==> config.mk <==
export PLATFORM = sky130hd
export DESIGN_NAME = noise_gate_ctrl
export DESIGN_NICKNAME = d
export VERILOG_FILES = /design/src/rtl/ng_pkg.sv /design/src/rtl/ng_level.sv /design/src/rtl/ng_timer.sv /design/src/rtl/ng_fade.sv /design/src/rtl/noise_gate_ctrl.sv
export SDC_FILE = /design/constraint.sdc
export NUM_CORES = 1
export LEC_CHECK = 0
export BUFFER_PORTS_ARGS = -buffer_cell sky130_fd_sc_hd__buf_4
export CORE_ASPECT_RATIO = 1.25
export CORE_MARGIN = 5
export CORE_UTILIZATION = 45
export CTS_CLUSTER_DIAMETER = 50
export CTS_CLUSTER_SIZE = 12
export DETAILED_ROUTE_END_ITERATION = 10
export PLACE_DENSITY_LB_ADDON = 0.15
export SETUP_SLACK_MARGIN = 0.02
export SYNTH_ARGS = -nofsm -noshare
export SYNTH_HDL_FRONTEND = slang
export SYNTH_SLANG_ARGS = --single-unit
export TNS_END_PERCENT = 30
==> constraint.sdc <==
create_clock -name clk_i -period 7.4 [get_ports clk_i]
set_input_delay 0.74 -clock clk_i [delete_from_list [all_inputs] [get_ports clk_i]]
set_output_delay 0.74 -clock clk_i [all_outputs]
set_load 0.05 [all_outputs]
==> src/rtl/ng_pkg.sv <==
package ng_pkg;

  typedef enum logic [1:0] {
    GT_HOLD      = 2'b00,
    GT_MUTE      = 2'b01,
    GT_FADE      = 2'b10,
    GT_FADE_MUTE = 2'b11
  } gate_type_e;

  // 32-code threshold ROM: 4 mantissas (1.5 dB apart) times a 6 dB octave shift
  function automatic logic [31:0] thr_lin(input logic [4:0] code, input int unsigned sw);
    logic [31:0] m;
    case (code[1:0])
      2'd0:    m = 32'd1255;
      2'd1:    m = 32'd1492;
      2'd2:    m = 32'd1773;
      default: m = 32'd2107;
    endcase
    m = m << code[4:2];
    if (sw >= 24) return m << (sw - 24);
    else          return m >> (24 - sw);
  endfunction

endpackage

==> src/rtl/ng_level.sv <==
module ng_level #(
  parameter int unsigned SAMPLE_W    = 24,
  parameter int unsigned DECAY_SHIFT = 10
) (
  input  logic                clk_i,
  input  logic                rst_ni,
  input  logic                valid_i,
  input  logic [SAMPLE_W-1:0] sample_i,
  input  logic [4:0]          thr_code_i,
  output logic                quiet_o
);
  localparam logic [SAMPLE_W-1:0] MOST_NEG = {1'b1, {(SAMPLE_W-1){1'b0}}};
  localparam logic [SAMPLE_W-1:0] MAX_POS  = {1'b0, {(SAMPLE_W-1){1'b1}}};

  logic [SAMPLE_W-1:0] mag, dec, peak_q, peak_d;
  logic [31:0]         thr, peak_ext;

  always_comb begin
    if (!sample_i[SAMPLE_W-1])    mag = sample_i;
    else if (sample_i == MOST_NEG) mag = MAX_POS;
    else                           mag = (~sample_i) + 1'b1;
  end

  always_comb begin
    dec = peak_q >> DECAY_SHIFT;
    if (dec == '0) dec = {{(SAMPLE_W-1){1'b0}}, 1'b1};
    peak_d = (mag >= peak_q) ? mag : (peak_q - dec);
  end

  always_ff @(posedge clk_i or negedge rst_ni) begin
    if (!rst_ni)      peak_q <= '0;
    else if (valid_i) peak_q <= peak_d;
  end

  // quiet judged on the level after this sample, so a loud sample releases at once
  assign thr      = ng_pkg::thr_lin(thr_code_i, SAMPLE_W);
  assign peak_ext = 32'(peak_d);
  assign quiet_o  = peak_ext < thr;

endmodule

==> src/rtl/ng_timer.sv <==
module ng_timer #(
  parameter int unsigned HOLD_SAMPLES = 12000
) (
  input  logic clk_i,
  input  logic rst_ni,
  input  logic en_i,
  input  logic valid_i,
  input  logic quiet_i,
  output logic gated_o
);
  localparam int unsigned CW = $clog2(HOLD_SAMPLES + 1);
  localparam logic [CW-1:0] LIMIT = CW'(HOLD_SAMPLES);

  logic [CW-1:0] cnt_q;

  always_ff @(posedge clk_i or negedge rst_ni) begin
    if (!rst_ni)              cnt_q <= '0;
    else if (!en_i)           cnt_q <= '0;
    else if (valid_i) begin
      if (!quiet_i)           cnt_q <= '0;
      else if (cnt_q != LIMIT) cnt_q <= cnt_q + 1'b1;
    end
  end

  assign gated_o = en_i && (cnt_q == LIMIT);

endmodule

==> src/rtl/ng_fade.sv <==
module ng_fade #(
  parameter int unsigned GAIN_W   = 6,
  parameter int unsigned FADE_DIV = 64
) (
  input  logic              clk_i,
  input  logic              rst_ni,
  input  logic              valid_i,
  input  logic              active_i,
  output logic [GAIN_W-1:0] gain_o
);
  localparam int unsigned DW = (FADE_DIV > 1) ? $clog2(FADE_DIV) : 1;
  localparam logic [DW-1:0] DIV_LAST = DW'(FADE_DIV - 1);
  localparam logic [GAIN_W-1:0] GAIN_MAX = '1;

  logic [GAIN_W-1:0] gain_q;
  logic [DW-1:0]     div_q;

  always_ff @(posedge clk_i or negedge rst_ni) begin
    if (!rst_ni) begin
      gain_q <= GAIN_MAX;
      div_q  <= '0;
    end else if (!active_i) begin
      gain_q <= GAIN_MAX;
      div_q  <= '0;
    end else if (valid_i && gain_q != '0) begin
      if (div_q == DIV_LAST) begin
        div_q  <= '0;
        gain_q <= gain_q - 1'b1;
      end else begin
        div_q  <= div_q + 1'b1;
      end
    end
  end

  // open gate restores full gain in the same cycle
  assign gain_o = active_i ? gain_q : GAIN_MAX;

endmodule

==> src/rtl/noise_gate_ctrl.sv <==
module noise_gate_ctrl
  import ng_pkg::*;
#(
  parameter int unsigned SAMPLE_W     = 24,
  parameter int unsigned HOLD_SAMPLES = 12000,
  parameter int unsigned FADE_DIV     = 64,
  parameter int unsigned GAIN_W       = 6,
  parameter int unsigned DECAY_SHIFT  = 10
) (
  input  logic                clk_i,
  input  logic                rst_ni,
  input  logic                sample_valid_i,
  input  logic [SAMPLE_W-1:0] sample_i,
  input  logic                gate_en_i,
  input  logic [1:0]          gate_type_i,
  input  logic [4:0]          gate_thr_i,
  output logic                gated_o,
  output logic                hold_o,
  output logic                mute_o,
  output logic [GAIN_W-1:0]   gain_o
);
  gate_type_e typ;
  logic quiet, gated, fade_act;

  assign typ = gate_type_e'(gate_type_i);

  ng_level #(.SAMPLE_W(SAMPLE_W), .DECAY_SHIFT(DECAY_SHIFT)) u_level (
    .clk_i     (clk_i),
    .rst_ni    (rst_ni),
    .valid_i   (sample_valid_i),
    .sample_i  (sample_i),
    .thr_code_i(gate_thr_i),
    .quiet_o   (quiet)
  );

  ng_timer #(.HOLD_SAMPLES(HOLD_SAMPLES)) u_timer (
    .clk_i  (clk_i),
    .rst_ni (rst_ni),
    .en_i   (gate_en_i),
    .valid_i(sample_valid_i),
    .quiet_i(quiet),
    .gated_o(gated)
  );

  assign fade_act = gated && (typ == GT_FADE || typ == GT_FADE_MUTE);

  ng_fade #(.GAIN_W(GAIN_W), .FADE_DIV(FADE_DIV)) u_fade (
    .clk_i   (clk_i),
    .rst_ni  (rst_ni),
    .valid_i (sample_valid_i),
    .active_i(fade_act),
    .gain_o  (gain_o)
  );

  assign gated_o = gated;
  assign hold_o  = gated && (typ == GT_HOLD);
  assign mute_o  = gated && ((typ == GT_MUTE) || (typ == GT_FADE_MUTE && gain_o == '0));

endmodule

==> results of run 1 <==
power by group through the flow:
stage	combinational (mW)	clock [mW]	sequential, mW
floorplan	1.22	0	0.388
CTS	1.68	0.310	0.421
detailed placement	1.67	0	0.426
global route	1.89	0.321	0.431
global placement	1.63	0	0.423
finish	1.70	0.304	0.423
metal layers:
| metal | track usage | wire [um] |
|---|---|---|
| met5 | 0 | 0 |
| met4 | 0.116 | 875 |
| met3 | 0.0316 | 739 |
| met2 | 0.433 | 8910 |
| met1 | 0.261 | 6810 |
path summary, 6_finish.rpt:
| kind | endpoint | start | slack (ps) | cells after the start |
|---|---|---|---|---|
| max | u_timer.cnt_q[10] | sample_i[15] | 570 | 22 |
| min | u_level.peak_q[0] | rst_ni | 480 | 1 |
| max reg2reg | u_timer.cnt_q[10] | u_level.peak_q[15] | 720 | 22 |
| min reg2reg | u_fade.div_q[5] | u_fade.div_q[5] | 510 | 1 |
| max in group asynchronous | u_level.peak_q[12] | rst_ni | 6440 | 1 |
| min in group clk_i | u_fade.div_q[5] | u_fade.div_q[5] | 510 | 1 |
Yosys cell counts (all sizes together), types with 3 or more instances:
cell type / n
nand2: 104
ha: 66
a21oi: 59
inv: 57
nor2: 51
o21ai: 48
dfrtp: 44
nand3: 24
clkbuf: 23
nor3: 23
xnor2: 18
xor2: 17
or3: 16
and3: 14
mux2: 12
or4: 12
o31ai: 11
a21o: 10
mux2i: 10
nand2b: 10
a31oi: 9
nand4b: 9
nand4: 8
o21a: 8
o221ai: 7
and2: 6
dfstp: 6
nor4: 6
a31o: 5
nor2b: 5
o211ai: 5
o22ai: 5
or2: 5
a211oi: 4
a221oi: 4
buf: 4
a21boi: 3
and4: 3
o41ai: 3
worst max-delay path, delay by kind of cell:
| kind | cells | cell delay, ps |
|---|---|---|
| adder cells (fa/ha/maj) | 2 | 620 |
| AND/OR/NAND/NOR | 8 | 2680 |
| buffers and inverters | 2 | 360 |
| AO/OA/AOI/OAI | 10 | 2620 |
registers in the layout, summed over array words and instances, names as in the netlist:
register        cells
u_level.peak_q     24
u_fade.gain_q       6
u_timer.cnt_q      14
u_fade.div_q        6
stage by stage:
step                      area [um2]  power, mW  worst slack [ps]
after global placement          6220       2.05               463
after detailed placement        6220       2.09               337
final                           6410       2.43               567
after global routing            6410       2.65              26.7
after floorplan                 5730       1.61              1030
after CTS                       6410       2.41               643
area by class of cell:
cell class | instances | area (um2)
fill | 1215 | 6190
multi-input combinational | 622 | 4140
sequential | 50 | 1260
timing repair buffer | 51 | 383
inverter | 59 | 221
tap | 168 | 210
clock buffer | 5 | 125
clock inverter | 3 | 68.8
logic make-up (layout without fill, tap and decap cells):
kind of cell,count (synthesis),after routing,synth area share
and+or+nand+nor,298,298,0.259
AOI/OAI and AO/OA,200,200,0.222
buffers and inverters,86,118,0.0570
adders and majority gates,67,67,0.148
DFF,50,50,0.220
xor gates and xnor gates,35,35,0.0535
muxes,22,22,0.0411
==> impl_metrics.tcl, run 1 <==
set metrics [dict create \
    status "complete, no violations" \
    grt_pass1_wl_um 28800 \
    cp_data_arrival_time_ps 7040 \
    drive_gt1_frac 0.116 \
    hold_violations 0 \
    worstSetupPathType "in -> reg" \
    layout_min_cycle_time_ps 6830 \
    final_common_cell "nand2_1" \
    core.rowCount 46 \
    drv_cap 0 \
    synth_edf_count 0 \
    clockBufferDepth 2 \
    async_flop_share 1.00 \
    final_cell_mix "104 x nand2_1, 66 x ha_1, 59 x a21oi_1" \
    antenna_found_initial 0 \
    dp_hpwl_um 13900 \
    synth_largest_area_cell "dfrtp_1" \
    synth_nets 860 \
    coreArea_mm2 0.0126 \
    drc 0 \
    grt_overflow 0 \
    cp_cell_sequence "buf_4, or4_4, nor4_1, nand4_1, a31oi_1, ha_1, and3_1, o21ai_0, a311oi_1, o311a_1, or2_2, o31ai_1, ha_1, and3_1, a221o_1, a221oi_1, o21ai_0, a221oi_1, nand4_1, buf_4, or3_1, o221ai_1" \
    slowest_stage "or4_4" \
    final_net_count 891 \
    final.setup.tns_ps 0 \
    final_cells 958 \
    fmax_ghz 0.146 \
    p_int_mw 1.23 \
    ys_types 59 \
    pin_count 44 \
    synth.top_cell.area_share 0.192 \
    insertion_delay_ps 300 \
    die_h_um 136 \
    clock_tree.root_cell "clkbuf_16" \
    first_global_vias 5833 \
    syn-cell-area_mm2 0.00573 \
    required_ps 7600 \
    start_util 0.454 \
    tightest_slew_ps 944 \
    pwr-share-comb 0.701 \
    cts_made_buffers 5 \
    clkPwrFrac 0.125 \
    p_per_area_mw_per_mm2 379 \
    cp_slowest_stage_delay_ps 570 \
    post_drt_via_cell_ratio 6.07 \
    yosys_warnings 0 \
    ys.flop_type "dfrtp_1" \
    post_cts_buffers 0 \
    min-delay-path-class "in -> async" \
    io_buffer_count 43 \
    start_kind "primary input" \
    slew_headroom 0.362 \
    power.leakage_nw 2.86 \
    dieArea_mm2 0.0151 \
    ant_nets 0 \
    htreeDepth 2 \
    wl_um 17300 \
    syn2layout_area_growth_pct 12.0 \
    synth_area_per_cell_um2 7.56 \
    firstDrtPassIters 5 \
    power.share.sequential 0.174 \
    place.gp.congestion 1.05 \
    die_x_um 111 \
    setup_viol_count_final 0 \
    synthCells 758 \
    cts_sinks 50 \
    finish.utilization 0.509 \
    cts_hold_buf 0 \
    post_drt_wl_per_cell_um 18.1 \
    finalHoldWorstSlack_ps 479 \
    ys_seq_elements 50 \
    ys_seq_area_frac 0.220 \
    cts_resized 0 \
    rsz0062_at_grt "no" \
    period_share 0.923 \
    p_sw_frac 0.496 \
    drtIter0Drc 362 \
    p_sw_mw 1.21 \
    ir_drop_uv 148 \
    place.detailed.instances 950 \
    antenna-diode-count 0 \
    grt_usage 0.233 \
    grt_max_degree 53 \
    final_max_slew_viol_count 0 \
    finClkSkew_ps 9.82 \
    crit_fanout 22 \
    clk_pin_slew_ps 70 \
    synth_area_leaders "dfrtp_1 19%, ha_1 14%, nand2_1 6.8%, a21oi_1 5.2%, o21ai_0 4.2%" \
    cts_tree "yes" \
    crit_path_end_kind "flop" \
    vias 5813 \
]
Power figures use the tool's default switching activity.
==> inputs of run 2 (changes only) <==
--- a/config.mk
+++ b/config.mk
@@ -5,6 +5,7 @@
 export SDC_FILE = /design/constraint.sdc
 export NUM_CORES = 1
 export LEC_CHECK = 0
+export ABC_AREA = 1
 export BUFFER_PORTS_ARGS = -buffer_cell sky130_fd_sc_hd__buf_4
 export CORE_ASPECT_RATIO = 1.25
 export CORE_MARGIN = 5
==> impl_metrics.tcl, run 2 <==
set metrics [dict create \
    status "complete, no violations" \
    final.setup.tns_ps 0 \
    cp_common_cell "nand2_1" \
    ys_types 55 \
    grt_max_degree 51 \
    required_ps 7630 \
    cts_sinks 50 \
    path_buf_inv 7 \
    slew_headroom 0.409 \
    ys.flop_type "dfrtp_1" \
    coreArea_mm2 0.0133 \
    ir_drop_uv 194 \
    p_int_mw 1.13 \
    drive_gt1_frac 0.144 \
    clk_pin_slew_ps 70 \
    synth.top_cell.area_share 0.181 \
    fmax_ghz 0.171 \
    final_cell_mix "217 x nand2_1, 127 x inv_1, 77 x o21ai_0" \
    htreeDepth 2 \
    grt_pass1_wl_um 26200 \
    met3_usage 0.0160 \
    tightest_slew_ps 884 \
    synth_area_leaders "dfrtp_1 18%, ha_1 14%, nand2_1 13%, inv_1 7.8%, o21ai_0 6.3%" \
    cp_data_arrival_time_ps 6090 \
    rsz0062_at_grt "no" \
    die_x_um 114 \
    dieArea_mm2 0.0160 \
    hold_violations 0 \
    post_drt_via_cell_ratio 5.23 \
    cts_hold_buf 0 \
    core.rowCount 47 \
    ys_seq_area_frac 0.206 \
    place.gp.congestion 0.919 \
    start_util 0.459 \
    pwr-share-comb 0.738 \
    cts_made_buffers 5 \
    wl_um 15700 \
    largest-register "u_level.peak_q" \
    crit_path_end_kind "flop" \
    worstSetupPathType "in -> reg" \
    synth_edf_count 0 \
    reg_top3 "u_level.peak_q x24, u_timer.cnt_q x14" \
    synthCells 923 \
    synth_largest_area_cell "dfrtp_1" \
    final_common_cell "nand2_1" \
    async_flop_share 1.00 \
    synth_area_per_cell_um2 6.61 \
    setup_viol_count_final 0 \
    min-delay-path-class "in -> async" \
    drv_cap 0 \
    die_h_um 140 \
    post_drt_wl_per_cell_um 14.0 \
    dp_hpwl_um 12800 \
    ant_nets 0 \
    cts_resized 0 \
    vias 5856 \
    crit_fanout 31 \
    cts_tree "yes" \
    p_sw_frac 0.549 \
    crit_family "simple AND/OR/NAND/NOR gates" \
    ys_seq_elements 50 \
    finClkSkew_ps 6.52 \
    grt_most_used_layer "met2" \
    final_max_slew_viol_count 0 \
    post_cts_buffers 0 \
    layout_min_cycle_time_ps 5860 \
    clock_tree.root_cell "clkbuf_16" \
    p_per_area_mw_per_mm2 378 \
    first_global_vias 5447 \
    start_kind "primary input" \
    final_cells 1120 \
    largest_register_ffs 24 \
    power.share.sequential 0.169 \
    grt_overflow 0 \
    clockBufferDepth 2 \
    syn2layout_area_growth_pct 9.13 \
    clkPwrFrac 0.093 \
    met2_usage 0.348 \
    drtIter0Drc 407 \
    ys_top_cells_by_count "217 x nand2_1, 127 x inv_1, 77 x o21ai_0" \
    antenna_found_initial 0 \
    place.detailed.instances 1112 \
    firstDrtPassIters 6 \
    cp_slowest_stage_delay_ps 590 \
    pin_count 44 \
    final_net_count 1050 \
    drc 0 \
    io_buffer_count 43 \
    p_sw_mw 1.38 \
    grt_usage 0.199 \
    insertion_delay_ps 300 \
    yosys_warnings 0 \
    period_share 0.792 \
    use_met1 0.257 \
    antenna-diode-count 0 \
    slowest_stage "nand2_1" \
    synth_nets 1025 \
    syn-cell-area_mm2 0.00610 \
    synth.most_common_cell "nand2_1" \
    power.leakage_nw 3.44 \
]
==> run 2: final cells by class <==
cell class / count / area (um2)
fillers: 1391 / 6640
multi-input cells: 703 / 4170
flip-flops and latches: 50 / 1260
inverters: 145 / 544
repair buffers: 43 / 323
well taps: 171 / 214
clock buffers: 6 / 129
clock inverters: 2 / 15.0
==> run 2: power by group through the flow <==
stage	combinational (mW)	clock, mW	sequential (mW)
5_1_grt	2.11	0.249	0.431
3_3_place_gp	1.83	0	0.428
6_report	1.85	0.234	0.424
3_5_place_dp	1.83	0	0.425
4_1_cts	1.85	0.241	0.422
2_1_floorplan	1.43	0	0.390
==> run 2: logic make-up (layout without fill, tap and decap cells) <==
logic type               Yosys count  in the layout  share of synthesized area
adder cells (fa/ha/maj)           67             67                      0.139
XOR/XNOR                          33             33                     0.0474
flip-flops                        50             50                      0.206
AND/OR/NAND/NOR                  433            433                      0.334
buffers and inverters            170            196                      0.110
multiplexers                       3              3                    0.00493
AO/OA/AOI/OAI                    167            167                      0.159
==> run 2: layer usage <==
metal / vias to the layer above / share of wire
li1: 3071 / -
met1: 2639 / 0.45
met2: 122 / 0.49
met3: 24 / 0.032
met4: 0 / 0.029
met5: - / 0
==> run 2: worst reg2reg max path, stage by stage, from the launching register on <==
cell	delay, ps
dfrtp_1	490
nor2_1	140
inv_1	60
nor2_1	150
nand4_1	160
o31ai_1	380
ha_1	220
inv_1	60
nand3_1	60
nand2_1	110
a21oi_1	330
o21ai_1	140
a21boi_0	310
o21ai_1	160
a31oi_1	250
xor2_1	110
o21ai_1	370
ha_1	330
a21oi_1	220
o21ai_2	130
nor2_8	260
nand3_4	130
nand2_8	220
nand2_1	100
o21ai_2	60
==> run 2: per-stage QoR <==
step | total power, mW | hold slack (ps) | util | cell area, um2 | setup slack [ps]
after detailed placement | 2.26 | 478 | 0.490 | 6510 | 1260
after floorplan | 1.82 | 444 | - | 6100 | 2500
final | 2.51 | 460 | 0.501 | 6650 | 1540
after global routing | 2.79 | 524 | 0.501 | 6650 | 961
after global placement | 2.26 | 473 | 0.490 | 6510 | 1370
after CTS | 2.51 | 493 | 0.501 | 6650 | 1570
==> run 2: path summary, 6_finish.rpt <==
| kind | startpoint | endpoint | slack [ps] | depth (start not counted) |
|---|---|---|---|---|
| worst max-delay path | sample_i[0] | u_timer.cnt_q[8] | 1540 | 36 |
| worst min-delay path | rst_ni | u_fade.div_q[5] | 460 | 1 |
| worst max register to register | u_level.peak_q[16] | u_timer.cnt_q[8] | 2410 | 24 |
| worst min register to register | u_fade.gain_q[5] | u_fade.gain_q[5] | 490 | 2 |
| max in group asynchronous | rst_ni | u_level.peak_q[23] | 6470 | 1 |
| min in group clk_i | u_fade.gain_q[5] | u_fade.gain_q[5] | 490 | 2 |
==> inputs of run 3 (changes only) <==
==> constraint.sdc (replaced) <==
create_clock -name clk_i -period 5.4 [get_ports clk_i]
set_input_delay 0.54 -clock clk_i [delete_from_list [all_inputs] [get_ports clk_i]]
set_output_delay 0.54 -clock clk_i [all_outputs]
set_load 0.05 [all_outputs]
==> impl_metrics.tcl, run 3 (synthesis results as in run 2) <==
set metrics [dict create \
    finClkSkew_ps 9.81 \
    met2_usage 0.348 \
    antenna-diode-count 0 \
    rsz0062_at_grt "no" \
    syn2layout_area_growth_pct 11.1 \
    min-delay-path-class "in -> async" \
    grt_max_degree 51 \
    status "complete, no violations" \
    layout_min_cycle_time_ps 4830 \
    pwr-share-comb 0.745 \
    ir_drop_uv 276 \
    grt_overflow 0 \
    cts_made_buffers 5 \
    grt_most_used_layer "met2" \
    final_common_cell "nand2_1" \
    clkPwrFrac 0.092 \
    start_util 0.459 \
    worstSetupPathType "in -> reg" \
    first_global_vias 5639 \
    crit_fanout 14 \
    pin_count 44 \
    drtIter0Drc 330 \
    cts_tree "yes" \
    cp_common_cell "nand2_1" \
    crit_path_end_kind "flop" \
    largest-register "u_level.peak_q" \
    slowest_stage "o21ai_0" \
    reg_top3 "u_level.peak_q x24, u_timer.cnt_q x14" \
    dp_hpwl_um 13200 \
    slew_headroom 0.558 \
    final.setup.tns_ps 0 \
    core.rowCount 47 \
    place.gp.congestion 0.913 \
    power.share.sequential 0.163 \
    p_int_mw 1.62 \
    cp_data_arrival_time_ps 5060 \
    path_buf_inv 5 \
    n_fill_cell 1421 \
    met3_usage 0.0211 \
    cts_sinks 50 \
    clk_pin_slew_ps 70 \
    die_h_um 140 \
    use_met1 0.268 \
    clockBufferDepth 2 \
    required_ps 5630 \
    p_sw_mw 1.94 \
    drc 0 \
    grt_usage 0.209 \
    hold_violations 0 \
    htreeDepth 2 \
    crit_family "simple AND/OR/NAND/NOR gates" \
    drive_gt1_frac 0.158 \
    cp_slowest_stage_delay_ps 490 \
    grt_pass1_wl_um 27300 \
    register_area_mm2 0.00126 \
    io_buffer_count 43 \
    post_drt_via_cell_ratio 5.22 \
    p_per_area_mw_per_mm2 526 \
    post_drt_wl_per_cell_um 14.4 \
    fin_ws_ps 569 \
    insertion_delay_ps 300 \
    die_x_um 114 \
    dieArea_mm2 0.0160 \
    clock_tree.root_cell "clkbuf_16" \
    firstDrtPassIters 5 \
    p_sw_frac 0.546 \
    cts_hold_buf 0 \
    fmax_ghz 0.207 \
    antenna_found_initial 0 \
    pre_cts_slack_ps 136 \
    tightest_slew_ps 664 \
    largest_register_ffs 24 \
    multi_input_area_mm2 0.00419 \
    setup_viol_count_final 0 \
    power.leakage_nw 3.52 \
    final_max_slew_viol_count 0 \
    start_kind "primary input" \
    vias 5922 \
    final_cell_mix "216 x nand2_1, 127 x inv_1, 77 x o21ai_0" \
    period_share 0.895 \
    coreArea_mm2 0.0133 \
    drv_cap 0 \
    final_net_count 1064 \
    wl_um 16300 \
    ant_nets 0 \
]
[run 3: changes by cell type in the layout (fill, tap and decap cells not counted)]
| cell | delta |
|---|---|
| inv_2 | -1 |
| nand2_8 | +1 |
| nand2_2 | +1 |
| buf_4 | +13 |
| nand2_1 | -1 |
| inv_4 | +1 |
[run 3: path summary, 6_finish.rpt]
| check | from | to | slack, ps | depth (start not counted) |
|---|---|---|---|---|
| worst max-delay path | sample_i[0] | u_timer.cnt_q[7] | 570 | 31 |
| worst min-delay path | rst_ni | u_fade.div_q[5] | 270 | 1 |
| worst max register to register | u_level.peak_q[14] | u_timer.cnt_q[7] | 590 | 29 |
| worst min register to register | u_fade.gain_q[5] | u_fade.gain_q[5] | 510 | 2 |
| max in group asynchronous | rst_ni | u_level.peak_q[4] | 4680 | 1 |
| min in group clk_i | u_fade.gain_q[5] | u_fade.gain_q[5] | 510 | 2 |
[run 3: power groups by stage]
stage	registers (mW)	clock network, mW	logic [mW]
2_1_floorplan	0.534	0	1.96
3_3_place_gp	0.584	0	2.62
3_5_place_dp	0.581	0	2.62
4_1_cts	0.576	0.335	2.64
5_1_grt	0.587	0.346	3.03
6_report	0.579	0.329	2.65
[run 3: through the flow]
step	hold WS (ps)	cell area [um2]	instances	utilization	power [mW]
6_report	265	6780	1134	0.510	3.56
5_1_grt	328	6780	1134	0.510	3.97
4_1_cts	303	6740	1132	0.507	3.55
3_5_place_dp	487	6600	1124	0.497	3.20
3_3_place_gp	475	6600	1124	0.497	3.20
2_1_floorplan	244	6100	923	-	2.49
[run 3: timing repair]
item	in CTS	in global routing
gates resized for setup	0	4
setup endpoints to repair	0	14
buffers inserted	0	1
[run 3: layout make-up]
cell class / instances / share of cell area
Multi-Input combinational cell: 704 / 0.619
Tap cell: 171 / 0.0316
Inverter: 145 / 0.0807
Clock buffer: 6 / 0.0190
Timing Repair Buffer: 56 / 0.0620
Clock inverter: 2 / 0.00222
Sequential cell: 50 / 0.186
[run 3: worst register-to-register path: cells and delay by family (launching register included)]
| kind | cells | cell delay (ps) |
|---|---|---|
| adder cells (fa/ha/maj) | 3 | 910 |
| AND/OR/NAND/NOR | 16 | 1660 |
| XOR/XNOR | 1 | 160 |
| AO/OA/AOI/OAI | 7 | 1390 |
| buffers and inverters | 2 | 130 |
| flip-flops | 1 | 490 |
[run 3: per-layer routing]
metal	wire (um)	vias up
met5	0	-
met3	603	38
met1	7300	2654
met2	7600	134
li1	-	3096
met4	808	0
